**src/rtl/cia_pkg.sv**
```systemverilog
package cia_pkg;

  // generate/propagate pair of a bit span
  typedef struct packed {
    logic g;
    logic p;
  } pg_t;

  // span identity: no generate, full propagate
  localparam pg_t PG_EMPTY = '{g: 1'b0, p: 1'b1};

  // join an upper span onto a lower adjacent span
  function automatic pg_t pg_merge(pg_t upper, pg_t lower);
    pg_t r;
    r.g = upper.g | (upper.p & lower.g);
    r.p = upper.p & lower.p;
    return r;
  endfunction

  // carry leaving a span for a given carry entering it
  function automatic logic span_carry(pg_t span, logic c);
    return span.g | (span.p & c);
  endfunction

endpackage

```
**src/rtl/cia_bitpg.sv**
```systemverilog
module cia_bitpg #(
  parameter int unsigned WIDTH = 32
) (
  input  logic [WIDTH-1:0] a,
  input  logic [WIDTH-1:0] b,
  output logic [WIDTH-1:0] gen,
  output logic [WIDTH-1:0] prop
);
  // shared bitwise stage, computed once for the whole word
  assign gen  = a & b;
  assign prop = a ^ b;
endmodule

```
**src/rtl/cia_group.sv**
```systemverilog
module cia_group #(
  parameter int unsigned SIZE = 4
) (
  input  logic [SIZE-1:0] gen,
  input  logic [SIZE-1:0] prop,
  input  logic            grp_cin,
  output logic [SIZE-1:0] sum0,
  output logic [SIZE-1:0] inc_mask,
  output logic            grp_g,
  output logic            grp_p
);
  import cia_pkg::*;

  // prefix spans: pre[i] covers group bits i-1 down to 0
  pg_t pre [SIZE+1];

  always_comb begin
    pre[0] = PG_EMPTY;
    for (int i = 0; i < SIZE; i++) begin
      pre[i+1] = pg_merge('{g: gen[i], p: prop[i]}, pre[i]);
    end
  end

  // zero-carry result and late-carry increment mask per bit
  always_comb begin
    for (int i = 0; i < SIZE; i++) begin
      sum0[i]     = prop[i] ^ pre[i].g;
      inc_mask[i] = pre[i].p & grp_cin;
    end
  end

  assign grp_g = pre[SIZE].g;
  assign grp_p = pre[SIZE].p;
endmodule

```
**src/rtl/cia_chain.sv**
```systemverilog
module cia_chain #(
  parameter int unsigned NGRP = 6
) (
  input  logic [NGRP-1:0] grp_g,
  input  logic [NGRP-1:0] grp_p,
  input  logic            cin,
  output logic [NGRP-1:0] grp_cin,
  output logic            cout
);
  import cia_pkg::*;

  logic [NGRP:0] link;

  assign link[0] = cin;

  for (genvar g = 0; g < NGRP; g++) begin : g_link
    assign link[g+1] = span_carry('{g: grp_g[g], p: grp_p[g]}, link[g]);
  end

  assign grp_cin = link[NGRP-1:0];
  assign cout    = link[NGRP];
endmodule

```
**src/rtl/cia_adder.sv**
```systemverilog
module cia_adder #(
  parameter int unsigned WIDTH = 32,
  parameter int unsigned NGRP  = 6,
  parameter int unsigned GSIZE [NGRP] = '{2, 3, 4, 6, 8, 9}
) (
  input  logic [WIDTH-1:0] a,
  input  logic [WIDTH-1:0] b,
  input  logic             cin,
  output logic [WIDTH-1:0] sum,
  output logic             cout,
  output logic [NGRP-1:0]  grp_carry
);

  function automatic int unsigned grp_start(int unsigned idx);
    int unsigned s = 0;
    for (int unsigned k = 0; k < idx; k++) s += GSIZE[k];
    return s;
  endfunction

  localparam int unsigned TOTAL = grp_start(NGRP);

  if (TOTAL != WIDTH) begin : g_bad_sizes
    $error("cia_adder: group sizes total %0d, WIDTH is %0d", TOTAL, WIDTH);
  end

  logic [WIDTH-1:0] gen, prop;
  logic [WIDTH-1:0] sum0_all, inc_all;
  logic [NGRP-1:0]  gg, gp, gcin;

  cia_bitpg #(.WIDTH(WIDTH)) u_bitpg (
    .a   (a),
    .b   (b),
    .gen (gen),
    .prop(prop)
  );

  for (genvar gi = 0; gi < NGRP; gi++) begin : g_grp
    localparam int unsigned S  = grp_start(gi);
    localparam int unsigned SZ = GSIZE[gi];
    cia_group #(.SIZE(SZ)) u_grp (
      .gen     (gen[S +: SZ]),
      .prop    (prop[S +: SZ]),
      .grp_cin (gcin[gi]),
      .sum0    (sum0_all[S +: SZ]),
      .inc_mask(inc_all[S +: SZ]),
      .grp_g   (gg[gi]),
      .grp_p   (gp[gi])
    );
  end

  cia_chain #(.NGRP(NGRP)) u_chain (
    .grp_g  (gg),
    .grp_p  (gp),
    .cin    (cin),
    .grp_cin(gcin),
    .cout   (cout)
  );

  // one shared correction XOR for every group
  assign sum       = sum0_all ^ inc_all;
  assign grp_carry = gcin;

endmodule

```
**config.mk**
```make
export PLATFORM = sky130hd
export DESIGN_NAME = cia_adder
export DESIGN_NICKNAME = d
export VERILOG_FILES = /design/src/rtl/cia_pkg.sv /design/src/rtl/cia_bitpg.sv /design/src/rtl/cia_group.sv /design/src/rtl/cia_chain.sv /design/src/rtl/cia_adder.sv
export SDC_FILE = /design/constraint.sdc
export NUM_CORES = 1
export LEC_CHECK = 0
export BUFFER_PORTS_ARGS = -buffer_cell sky130_fd_sc_hd__buf_2
export CAP_MARGIN = 20
export CORE_ASPECT_RATIO = 0.9
export CORE_UTILIZATION = 42
export DETAILED_ROUTE_END_ITERATION = 10
export PLACE_DENSITY_LB_ADDON = 0.12
export SETUP_SLACK_MARGIN = 0.3
export SLEW_MARGIN = 5
export SYNTH_ARGS = -nofsm -noshare
export SYNTH_HDL_FRONTEND = slang
export SYNTH_SLANG_ARGS = --single-unit
```
**constraint.sdc**
```tcl
create_clock -name vclk -period 5.8
set_input_delay 1.16 -clock vclk [all_inputs]
set_output_delay 1.16 -clock vclk [all_outputs]
set_load 0.005 [all_outputs]
```
==> impl_metrics.tcl <==
set metrics [dict create \
    final_nets 381 \
    register_area_um2 0 \
    place_area_um2 2280 \
    synthCells 149 \
    core_um2 3780 \
    hold_path_class "in -> out" \
    setup.worst_path.end "sum[24]" \
    maxSlewViolCount 0 \
    antenna_found_initial 0 \
    drive_gt1_share_pct 56.8 \
    syn_to_final_growth_pct 41.8 \
    dpl_worst_slack_ps -24.7 \
    status "finished clean" \
    layoutNonFillerInstCount 296 \
    crit_fanout 4 \
    peakVddDrop_v 0.0000543 \
    syn_area_um2 1700 \
    dp_hpwl_um 3110 \
    drc 0 \
    cp-startpoint "a[15]" \
    slew_headroom_pct 53.2 \
    clockBufferCount 0 \
    p_leak_nw 1.20 \
    final_area_um2 2400 \
    vias 1403 \
    end_kind "output pin" \
    rows 21 \
    tightest_slew_ps 700 \
    ys_types 32 \
    initial_utilization_pct 44.8 \
    dp_cells 293 \
    fin_crit_sh_pct 98.9 \
    cp.required_ps 4640 \
    dieArea_um2 4300 \
    finalSetupViolCount 0 \
    numPortBuffers 104 \
    grt_overflow 0 \
    avgSynthCellArea_um2 11.4 \
    min-delay-start "cin" \
    ios 104 \
    max_freq_ghz 0.174 \
    gp_congestion 0.712 \
    yosys_warnings 0 \
    grt_pass1_wl_um 5550 \
    wl_per_cell_um 11.3 \
    ys_seq_area_share_pct 0 \
    worst_slack_ps 63.1 \
    grt_max_degree 9 \
    syn_nets 278 \
    wl_um 3360 \
    grt_usage_pct 15.9 \
    postCtsHoldBufs 0 \
    seq_cells 0 \
    startpoint_type "primary input" \
    grt_setup_unrepaired "yes" \
    hold_violations 0 \
    first_iter_violations 18 \
    critical_path_class "in -> out" \
    antennaDiodeCount 0 \
    dieWidth_um 69.0 \
    finalCriticalPeriod_ps 5740 \
    arrival_ps 4580 \
    die_y_um 62.3 \
    power.total_w 0.000259 \
    via_per_inst 4.74 \
    drt_pass1_iterations 4 \
    first_global_vias 1398 \
    power.density_nw_per_um2 108 \
    antenna_left 0 \
    post-route-util_pct 63.6 \
    cap_viol_max_count 0 \
]
## metrics by stage
step	hold slack (ps)	setup TNS (ps)
CTS	2540	0
detailed placement	2540	-45.1
global route	2550	-52.9
floorplan	2400	0
global placement	2540	-15.0
finish	2540	0
## cells in the final DEF, fill, tap and decap left out, types with 3 or more instances in the layout
cell and count:
nand2_1 5, and3_1 4, inv_1 5, xor2_1 17
fa_1 12, buf_6 6, xnor2_1 9, nand3_1 4
fa_2 14, ha_4 3, o211ai_1 4, buf_2 99
nor2_1 3, ha_1 35
## synth_stat cells (2+ instances only)
master	count	area [µm²]
o211ai_1	4	30.0
xor2_1	17	149
nor3_1	2	10.0
and2_1	2	12.5
xnor2_1	9	78.8
nor2_1	3	11.3
and4_1	2	17.5
and3_4	2	22.5
inv_1	6	22.5
fa_1	26	521
and3_1	4	25.0
buf_4	6	45.0
nand3_1	4	20.0
ha_1	38	475
nand2_1	5	18.8
nor3b_2	2	25.0
o21ai_1	2	10.0
## repair_timing
item                       CTS  global route
setup endpoints to repair   12            13
buffers inserted             1             2
pin swaps                   10             6
gates resized for setup     14             3
## routing by layer
metal | up-vias | track usage (%) | wire length (µm)
met5 | - | 0 | 0
met4 | 0 | 0 | 0
met3 | 0 | 1.29 | 252
met2 | 55 | 30.2 | 1730
met1 | 643 | 19.9 | 1370
li1 | 705 | - | -
## critical path, stage by stage
cell	delay (ps)
buf_6	100
ha_4	150
fa_2	340
fa_2	350
fa_2	350
fa_2	350
fa_2	350
fa_2	360
fa_2	390
or2_4	280
ha_4	160
xor2_1	130
buf_2	120
## layout make-up
| cell class | count | area [µm²] |
|---|---|---|
| repair buffers | 108 | 593 |
| fillers | 333 | 1380 |
| multi-input cells | 135 | 1730 |
| well taps | 46 | 57.6 |
| inverters | 7 | 26.3 |
## cells by family (layout without fill, tap and decap cells)
group                    after synthesis  count (layout)  synth area share [%]
AO/OA/AOI/OAI                         14              14                  10.0
adder cells (fa/ha/maj)               64              64                  58.7
XOR/XNOR                              26              26                  13.4
buffers and inverters                 14             115                  4.43
AND/OR/NAND/NOR                       31              31                  13.4
## worst min path at each step
stage | endpoint | cells past startpoint
after floorplan | grp_carry[0] | 1
after global placement | grp_carry[0] | 2
after detailed placement | grp_carry[0] | 2
after CTS | grp_carry[0] | 2
after global routing | grp_carry[0] | 2
final | grp_carry[0] | 2
## report_power, final
| group | internal, W | switching, W | total (W) |
|---|---|---|---|
| Combinational | 0.000138 | 0.000121 | 0.000259 |
| Clock | 0 | 0 | 0 |
| Sequential | 0 | 0 | 0 |
| Total | 0.000138 | 0.000121 | 0.000259 |
Power figures use the tool's default switching activity.
